<file path="config.mk">
export PLATFORM = sky130hd
export DESIGN_NAME = lpt_xlat
export DESIGN_NICKNAME = d
export VERILOG_FILES = /design/src/rtl/lpt_pkg.sv /design/src/rtl/lpt_regs.sv /design/src/rtl/lpt_window.sv /design/src/rtl/lpt_fsm.sv /design/src/rtl/lpt_xlat.sv
export SDC_FILE = /design/constraint.sdc
export NUM_CORES = 1
export LEC_CHECK = 0
export ABC_AREA = 1
export BUFFER_PORTS_ARGS = -buffer_cell sky130_fd_sc_hd__buf_2
export CAP_MARGIN = 10
export CORE_ASPECT_RATIO = 2
export CORE_UTILIZATION = 35
export DETAILED_ROUTE_END_ITERATION = 8
export SLEW_MARGIN = 5
export SYNTH_ARGS = -nofsm -noshare
export SYNTH_HDL_FRONTEND = slang
export SYNTH_SLANG_ARGS = --single-unit
</file>
<file path="constraint.sdc">
create_clock -name clk -period 4.7 [get_ports clk]
set_input_delay 0.47 -clock clk [delete_from_list [all_inputs] [get_ports clk]]
set_output_delay 0.47 -clock clk [all_outputs]
set_load 0.02 [all_outputs]
</file>
<file path="src/rtl/lpt_pkg.sv">
package lpt_pkg;
    localparam int PG_SH  = 12;
    localparam int WIN_SH = 20;
    localparam int IDX_W  = WIN_SH - PG_SH;
    localparam int ENT_W  = 64;

    localparam logic [8:0] SLOT_PREV = 9'd510;
    localparam logic [8:0] SLOT_NEXT = 9'd511;

    localparam logic [2:0] RA_CTRL = 3'd0;
    localparam logic [2:0] RA_MODE = 3'd1;
    localparam logic [2:0] RA_STAT = 3'd2;
    localparam logic [2:0] RA_INB  = 3'd3;
    localparam logic [2:0] RA_TBL  = 3'd4;

    typedef enum logic [3:0] {
        S_OFF,
        S_WAIT,
        S_CHK,
        S_WALK,
        S_LREQ,
        S_LWAIT,
        S_EREQ,
        S_EWAIT,
        S_SEND,
        S_FAULT
    } lpt_state_e;
endpackage

</file>
<file path="src/rtl/lpt_regs.sv">
module lpt_regs
    import lpt_pkg::*;
#(
    parameter int IA_W  = 32,
    parameter int PA_W  = 40,
    parameter int REG_W = 64
) (
    input  logic                    clk,
    input  logic                    rst_n,
    input  logic                    reg_wr,
    input  logic [2:0]              reg_addr,
    input  logic [REG_W-1:0]        reg_wdata,
    output logic [REG_W-1:0]        reg_rdata,
    input  logic                    fsm_idle,
    input  logic                    fault_set,
    output logic                    cfg_en,
    output logic                    cfg_xl,
    output logic [IA_W-WIN_SH-1:0]  cfg_base_hi,
    output logic [PA_W-PG_SH-1:0]   cfg_tbl_pg,
    output logic                    sts_err
);
    logic cfg_open;
    logic unused_wd;

    assign cfg_open  = !cfg_en && fsm_idle;
    assign unused_wd = ^reg_wdata;

    always_ff @(posedge clk or negedge rst_n) begin
        if (!rst_n) begin
            cfg_en      <= 1'b0;
            cfg_xl      <= 1'b0;
            cfg_base_hi <= '0;
            cfg_tbl_pg  <= '0;
            sts_err     <= 1'b0;
        end else begin
            if (reg_wr && reg_addr == RA_CTRL) begin
                cfg_en <= reg_wdata[0];
            end
            if (reg_wr && cfg_open) begin
                if (reg_addr == RA_MODE) cfg_xl      <= reg_wdata[0];
                if (reg_addr == RA_INB)  cfg_base_hi <= reg_wdata[IA_W-1:WIN_SH];
                if (reg_addr == RA_TBL)  cfg_tbl_pg  <= reg_wdata[PA_W-1:PG_SH];
            end
            if (fault_set) begin
                sts_err <= 1'b1;
            end else if (reg_wr && reg_addr == RA_STAT && reg_wdata[1]) begin
                sts_err <= 1'b0;
            end
        end
    end

    always_comb begin
        case (reg_addr)
            RA_CTRL: reg_rdata = REG_W'(cfg_en);
            RA_MODE: reg_rdata = REG_W'(cfg_xl);
            RA_STAT: reg_rdata = REG_W'({sts_err, fsm_idle});
            RA_INB:  reg_rdata = REG_W'({cfg_base_hi, {WIN_SH{1'b0}}});
            RA_TBL:  reg_rdata = REG_W'({cfg_tbl_pg, {PG_SH{1'b0}}});
            default: reg_rdata = '0;
        endcase
    end
endmodule

</file>
<file path="src/rtl/lpt_window.sv">
module lpt_window
    import lpt_pkg::*;
#(
    parameter int IA_W  = 32,
    localparam int WIN_W = IA_W - WIN_SH
) (
    input  logic [IA_W-1:0]  in_addr,
    input  logic [WIN_W-1:0] base_hi,
    output logic             below,
    output logic [WIN_W-1:0] win,
    output logic [IDX_W-1:0] idx
);
    logic [WIN_W-1:0] addr_hi;

    assign addr_hi = in_addr[IA_W-1:WIN_SH];
    assign below   = addr_hi < base_hi;
    assign win     = addr_hi - base_hi;
    assign idx     = in_addr[WIN_SH-1:PG_SH];
endmodule

</file>
<file path="src/rtl/lpt_fsm.sv">
module lpt_fsm
    import lpt_pkg::*;
#(
    parameter int IA_W  = 32,
    parameter int PA_W  = 40,
    localparam int WIN_W = IA_W - WIN_SH,
    localparam int PG_W  = PA_W - PG_SH
) (
    input  logic             clk,
    input  logic             rst_n,
    input  logic             cfg_en,
    input  logic             cfg_xl,
    input  logic [PG_W-1:0]  cfg_tbl_pg,
    input  logic             up_valid,
    input  logic [IA_W-1:0]  up_addr,
    output logic             up_ready,
    output logic [IA_W-1:0]  cap_addr,
    input  logic             below,
    input  logic [WIN_W-1:0] win,
    input  logic [IDX_W-1:0] idx,
    output logic             mem_req,
    output logic [PA_W-1:0]  mem_addr,
    input  logic             mem_rvalid,
    input  logic [ENT_W-1:0] mem_rdata,
    output logic             dn_valid,
    input  logic             dn_ready,
    output logic [PA_W-1:0]  dn_addr,
    output logic             fault,
    output logic             idle
);
    lpt_state_e       st, st_nx;
    logic [IA_W-1:0]  cap_q;
    logic [PG_W-1:0]  cur_pg;
    logic [PG_W-1:0]  hit_pg;
    logic [WIN_W-1:0] cur_win;
    logic             warm;
    logic             go_up;
    logic             rd_ok;
    logic             unused_rd;

    assign rd_ok     = mem_rdata[0];
    assign unused_rd = ^mem_rdata;
    assign cap_addr  = cap_q;

    // state register
    always_ff @(posedge clk or negedge rst_n) begin
        if (!rst_n) st <= S_OFF;
        else        st <= st_nx;
    end

    // next state
    always_comb begin
        st_nx = st;
        unique case (st)
            S_OFF:   if (cfg_en) st_nx = S_WAIT;
            S_WAIT:  begin
                if (!cfg_en)       st_nx = S_OFF;
                else if (up_valid) st_nx = S_CHK;
            end
            S_CHK:   begin
                if (!cfg_xl)    st_nx = S_SEND;
                else if (below) st_nx = S_FAULT;
                else            st_nx = S_WALK;
            end
            S_WALK:  st_nx = (win == cur_win) ? S_EREQ : S_LREQ;
            S_LREQ:  st_nx = S_LWAIT;
            S_LWAIT: if (mem_rvalid) st_nx = rd_ok ? S_WALK : S_FAULT;
            S_EREQ:  st_nx = S_EWAIT;
            S_EWAIT: if (mem_rvalid) st_nx = rd_ok ? S_SEND : S_FAULT;
            S_SEND:  if (dn_ready) st_nx = S_WAIT;
            S_FAULT: st_nx = S_WAIT;
            default: st_nx = S_OFF;
        endcase
    end

    // walk position and captured request
    always_ff @(posedge clk or negedge rst_n) begin
        if (!rst_n) begin
            cap_q   <= '0;
            cur_pg  <= '0;
            hit_pg  <= '0;
            cur_win <= '0;
            warm    <= 1'b0;
            go_up   <= 1'b0;
        end else begin
            case (st)
                S_OFF:   warm <= 1'b0;
                S_WAIT:  if (cfg_en && up_valid) cap_q <= up_addr;
                S_CHK:   begin
                    if (cfg_xl && !below && !warm) begin
                        cur_pg  <= cfg_tbl_pg;
                        cur_win <= '0;
                        warm    <= 1'b1;
                    end
                end
                S_WALK:  go_up <= win > cur_win;
                S_LWAIT: begin
                    if (mem_rvalid && rd_ok) begin
                        cur_pg  <= mem_rdata[PA_W-1:PG_SH];
                        cur_win <= go_up ? cur_win + 1'b1 : cur_win - 1'b1;
                    end
                end
                S_EWAIT: if (mem_rvalid) hit_pg <= mem_rdata[PA_W-1:PG_SH];
                default: ;
            endcase
        end
    end

    // outputs
    always_comb begin
        up_ready = (st == S_SEND && dn_ready) || st == S_FAULT;
        dn_valid = st == S_SEND;
        dn_addr  = cfg_xl ? {hit_pg, cap_q[PG_SH-1:0]} : PA_W'(cap_q);
        mem_req  = st == S_LREQ || st == S_EREQ;
        if (st == S_LREQ) mem_addr = {cur_pg, go_up ? SLOT_NEXT : SLOT_PREV, 3'b000};
        else              mem_addr = {cur_pg, 1'b0, idx, 3'b000};
        fault    = st == S_FAULT;
        idle     = st == S_OFF;
    end
endmodule

</file>
<file path="src/rtl/lpt_xlat.sv">
module lpt_xlat
    import lpt_pkg::*;
#(
    parameter int IA_W   = 32,
    parameter int PA_W   = 40,
    parameter int DATA_W = 32,
    parameter int REG_W  = 64,
    localparam int WIN_W = IA_W - WIN_SH,
    localparam int PG_W  = PA_W - PG_SH
) (
    input  logic              clk,
    input  logic              rst_n,
    input  logic              reg_wr,
    input  logic [2:0]        reg_addr,
    input  logic [REG_W-1:0]  reg_wdata,
    output logic [REG_W-1:0]  reg_rdata,
    input  logic              up_valid,
    output logic              up_ready,
    input  logic [IA_W-1:0]   up_addr,
    input  logic [DATA_W-1:0] up_data,
    output logic              mem_req,
    output logic [PA_W-1:0]   mem_addr,
    input  logic              mem_rvalid,
    input  logic [ENT_W-1:0]  mem_rdata,
    output logic              dn_valid,
    input  logic              dn_ready,
    output logic [PA_W-1:0]   dn_addr,
    output logic [DATA_W-1:0] dn_data,
    output logic              xl_fault
);
    logic             cfg_en;
    logic             cfg_xl;
    logic [WIN_W-1:0] cfg_base_hi;
    logic [PG_W-1:0]  cfg_tbl_pg;
    logic             sts_err;
    logic             fsm_idle;
    logic [IA_W-1:0]  cap_addr;
    logic             below;
    logic [WIN_W-1:0] win;
    logic [IDX_W-1:0] idx;

    assign dn_data = up_data;

    lpt_regs #(.IA_W(IA_W), .PA_W(PA_W), .REG_W(REG_W)) u_regs (
        .clk(clk), .rst_n(rst_n),
        .reg_wr(reg_wr), .reg_addr(reg_addr), .reg_wdata(reg_wdata), .reg_rdata(reg_rdata),
        .fsm_idle(fsm_idle), .fault_set(xl_fault),
        .cfg_en(cfg_en), .cfg_xl(cfg_xl), .cfg_base_hi(cfg_base_hi),
        .cfg_tbl_pg(cfg_tbl_pg), .sts_err(sts_err)
    );

    lpt_window #(.IA_W(IA_W)) u_win (
        .in_addr(cap_addr), .base_hi(cfg_base_hi),
        .below(below), .win(win), .idx(idx)
    );

    lpt_fsm #(.IA_W(IA_W), .PA_W(PA_W)) u_fsm (
        .clk(clk), .rst_n(rst_n),
        .cfg_en(cfg_en), .cfg_xl(cfg_xl), .cfg_tbl_pg(cfg_tbl_pg),
        .up_valid(up_valid), .up_addr(up_addr), .up_ready(up_ready),
        .cap_addr(cap_addr), .below(below), .win(win), .idx(idx),
        .mem_req(mem_req), .mem_addr(mem_addr), .mem_rvalid(mem_rvalid), .mem_rdata(mem_rdata),
        .dn_valid(dn_valid), .dn_ready(dn_ready), .dn_addr(dn_addr),
        .fault(xl_fault), .idle(fsm_idle)
    );
endmodule

</file>
==> out/results.md <==
| Item | This run |
|:---|:---|
| Lkg Pwr | 0.00577 uW |
| Synth cell types | 38 |
| Fin crit share | 68.0% |
| Overall fraction of global-route tracks in use | 20.8% |
| Power share of the combinational group | 51.8% |
| Avg Cell Area, Syn | 7.55 um^2 |
| Switching power total | 3570 uW |
| Final-layout worst hold slack | 0.0958 ns |
| CP bufs+invs | 1 |
| Wire length of the first global-routing pass | 40.1 mm |
| Power share of the clock group | 19.4% |
| Worst setup SP type | flip-flop |
| Setup TNS | 0 ns |
| Worst slew margin relative to its limit | 32.1% |
| Die area | 26100 um^2 |
| Post-CTS setup repair buffer count | 0 |
| Layout cell share with drive strength beyond 1 | 21.4% |
| Most common cell after layout, fill and taps aside | sky130_fd_sc_hd__nand2_1 |
| Buffer cell driving the clock tree root | sky130_fd_sc_hd__clkbuf_16 |
| Core box area | 25000 um^2 |
| Number of detailed-routing iterations run before antenna repair | 5 |
| TritonCTS clock tree | built |
| Highest net fanout along the worst path | 5 |
| IO Port Bufs | 210 |
| Chip Height | 228 um |
| Final Routed Wirelength | 26.5 mm |
| Layout filler cell count | 2683 |
| Switching part of the total | 45.4% |
| Cell class contributing the biggest share of worst-path delay | compound AO/OA/AOI/OAI gates |
| Worst Tran Pin Value | 1.02 ns |
| Number of global-route vias before repair | 7576 |
| Post-DP Area | 9760 um^2 |
| Number of clock buffers inserted by TritonCTS | 17 |
| Maximum vdd drop | 270 uV |
| WP data arrival | 3.50 ns |
| Setup-failing EPs final | 0 |
| Hold buffer count at cts | 0 |
| Via/cell ratio | 4.68 |
| Share of the yosys chip area belonging to registers | 41.9% |
| Most used cells in the layout excluding fill and tap cells | sky130_fd_sc_hd__nand2_1, sky130_fd_sc_hd__buf_2, sky130_fd_sc_hd__dfrtp_1 |
| Detailed-route DRC error count | 0 |
| RSZ-0062 raised after global routing | no |
| Clock latency on the worst-skew pair | 0.44 ns |
| Top achievable clock speed | 313 MHz |
| Inst Count DP | 1642 |
| Final core utilization | 41.6% |
| I/O pin count | 381 |
| Critical Path RT | 5.00 ns |
| Portion of total power attributed to sequential cells | 28.8% |
| Number of standard cells in the layout, taps in and fillers out | 1675 |
| Number of hold-slack violations in the final timing report | 0 |
| Number of gates resized after CTS | 0 |
| CP Class | reg -> reg |
| Horizontal die dimension | 115 um |
| Final Skew | 0.0117 ns |
| Number of violations reported at the end of detailed-routing iteration 0 | 297 |
| Setup crit end kind | flip-flop |
| Instance count of the mapped netlist | 1179 |
| Crit path time final | 3.20 ns |
| Global route total overflow | 0 |
| Maximum number of pins on one net before global-route repair | 91 |
| Number of synthesized register bits | 149 |
| Num Clock Sinks | 149 |
| Post-layout net count | 1562 |
| Slew Viols, Final | 0 |
| Max-capacitance violation count | 0 |
| Mapped Area | 8900 um^2 |
| GP Congestion | 0.915 |
| Total number of yosys warnings | 0 |
| Routed WL per cell | 15.8 um |
| Antenna violations before repair | 2 |
| Final ANT Viol Nets | 0 |
| Stage delay of the slowest cell on the critical path | 0.44 ns |
| Starting density of the core | 35.6% |
| Post-detailed-placement half-perimeter wirelength | 19.8 mm |
| Number of rows in the core area | 82 |
| Cell Chain, Critical Path | inv_1, ha_1, a21oi_1, o21ai_0, a21oi_1, o21ai_0, nand2_1, nand2_1, ha_1, a21oi_1, nor2_1, nor3b_1, nand3_1, nand3_1, o21ai_0 |
| Via Count | 7835 |
| Cell with the largest stage delay on the worst path | sky130_fd_sc_hd__a21oi_1 |
| Kind of path behind the tightest hold check | in -> async |
| Synthesis-to-finish area growth | 16.9% |
| PD cells | 755 nW/um^2 |
| H-Tree Level Count | 4 |
| Final Instance Area | 10400 um^2 |
| Clock tree buffer depth | 2 |
| Result of the run | complete, no violations |
| Internal cell power | 4290 uW |
| Clock Pin Slew Worst Setup and Hold Paths | 0.06 ns |
[stage by stage]
stage | power [uW] | setup slack, ns
floorplan | 5220 | 2.14
global placement | 6280 | 1.59
detailed placement | 6360 | 1.51
CTS | 7920 | 1.50
global route | 8550 | 1.20
finish | 7860 | 1.50
[flip-flops by register name, indices dropped and copies added (netlist names)]
signal and flops:
u_fsm.cap_addr 32, u_fsm.cur_pg 28, u_fsm.hit_pg 28, u_regs.cfg_tbl_pg 28, u_fsm.cur_win 12, u_regs.cfg_base_hi 12
u_fsm.st 4, u_fsm.go_up 1, u_fsm.warm 1, u_regs.cfg_en 1, u_regs.cfg_xl 1, u_regs.sts_err 1
[cell families (layout without fill, tap and decap cells)]
kind of cell / after synthesis / in the layout / synth area share, %
and+or+nand+nor: 503 / 503 / 23.0
buffers and inverters: 280 / 402 / 15.7
AOI/OAI and AO/OA: 176 / 176 / 10.2
DFF: 149 / 149 / 41.9
adders and majority gates: 36 / 36 / 5.23
muxes: 22 / 22 / 2.78
xor gates and xnor gates: 12 / 12 / 1.18
other: 1 / 39 / 0.0421
[layer usage]
metal,GRT usage [%],wire length [um],vias to the layer above
li1,-,-,3880
met5,0,0,-
met4,11.1,1030,0
met2,38.8,14400,218
met3,4.10,1190,59
met1,21.5,9910,3678
[final cells by class]
type | count | area [um^2] | area share (%)
antenna | 2 | 5.00 | 0.0481
clock buffer | 20 | 447 | 4.29
clock inverter | 11 | 200 | 1.92
inverter | 154 | 581 | 5.58
multi-input combinational | 786 | 3920 | 37.6
sequential | 149 | 3730 | 35.8
tap | 336 | 420 | 4.04
timing repair buffer | 217 | 1110 | 10.7
[worst paths after layout]
| path | start | endpoint | slack [ns] | cells past startpoint |
|---|---|---|---|---|
| setup / recovery | u_regs.cfg_base_hi[2] | u_fsm.go_up | 1.50 | 15 |
| hold / removal | rst_n | u_fsm.cap_addr[11] | 0.1 | 1 |
| setup reg to reg | u_regs.cfg_base_hi[2] | u_fsm.go_up | 1.50 | 15 |
| hold reg to reg | u_regs.cfg_base_hi[9] | u_regs.cfg_base_hi[9] | 0.49 | 2 |
| max in group asynchronous | rst_n | u_fsm.hit_pg[2] | 3.58 | 2 |
| min in group clk | up_addr[23] | u_fsm.cap_addr[23] | 0.26 | 2 |
[synth_stat cells]
master                      count  area (um^2)
sky130_fd_sc_hd__inv_2          3         11.3
sky130_fd_sc_hd__mux2_1         1         11.3
sky130_fd_sc_hd__xor2_1         4         35.0
sky130_fd_sc_hd__a31oi_1        3         18.8
sky130_fd_sc_hd__nand3b_1       1         7.51
sky130_fd_sc_hd__nor3_2         1         10.0
sky130_fd_sc_hd__inv_1        148          556
sky130_fd_sc_hd__clkbuf_1      27          101
sky130_fd_sc_hd__mux2_2        21          236
sky130_fd_sc_hd__nor2_1        87          327
sky130_fd_sc_hd__o2111ai_1      1         8.76
sky130_fd_sc_hd__dfrtp_1      149         3730
sky130_fd_sc_hd__nand3_1       65          325
sky130_fd_sc_hd__buf_2         13         65.1
sky130_fd_sc_hd__o21a_1         1         7.51
sky130_fd_sc_hd__nor2_2         4         25.0
sky130_fd_sc_hd__conb_1         1         3.75
sky130_fd_sc_hd__ha_1          34          425
sky130_fd_sc_hd__a21oi_1       49          245
sky130_fd_sc_hd__o211ai_1       3         22.5
sky130_fd_sc_hd__a22o_1         1         8.76
sky130_fd_sc_hd__buf_4         84          631
sky130_fd_sc_hd__fa_1           2         40.0
sky130_fd_sc_hd__or2_2          2         12.5
sky130_fd_sc_hd__buf_6          2         22.5
sky130_fd_sc_hd__a21o_1         1         7.51
sky130_fd_sc_hd__nand4_1        3         18.8
sky130_fd_sc_hd__nand2_1      326         1220
sky130_fd_sc_hd__o21ai_0      111          556
sky130_fd_sc_hd__inv_4          1         6.26
sky130_fd_sc_hd__nor3_1         7         35.0
sky130_fd_sc_hd__nor3b_1        1         7.51
sky130_fd_sc_hd__nand3_4        1         17.5
sky130_fd_sc_hd__nand2_2        3         18.8
sky130_fd_sc_hd__clkinv_1       2         7.51
sky130_fd_sc_hd__o21ai_1        6         30.0
sky130_fd_sc_hd__xnor2_1        8         70.1
sky130_fd_sc_hd__nand3_2        2         20.0
[power by group through the flow]
stage	Sequential, uW	Clock (uW)	Combinational, uW
6_report	2260	1530	4070
5_1_grt	2340	1600	4600
4_1_cts	2260	1560	4100
3_5_place_dp	2280	0	4080
3_3_place_gp	2260	0	4020
2_1_floorplan	2290	0	2930
Power figures use the tool's default switching activity.
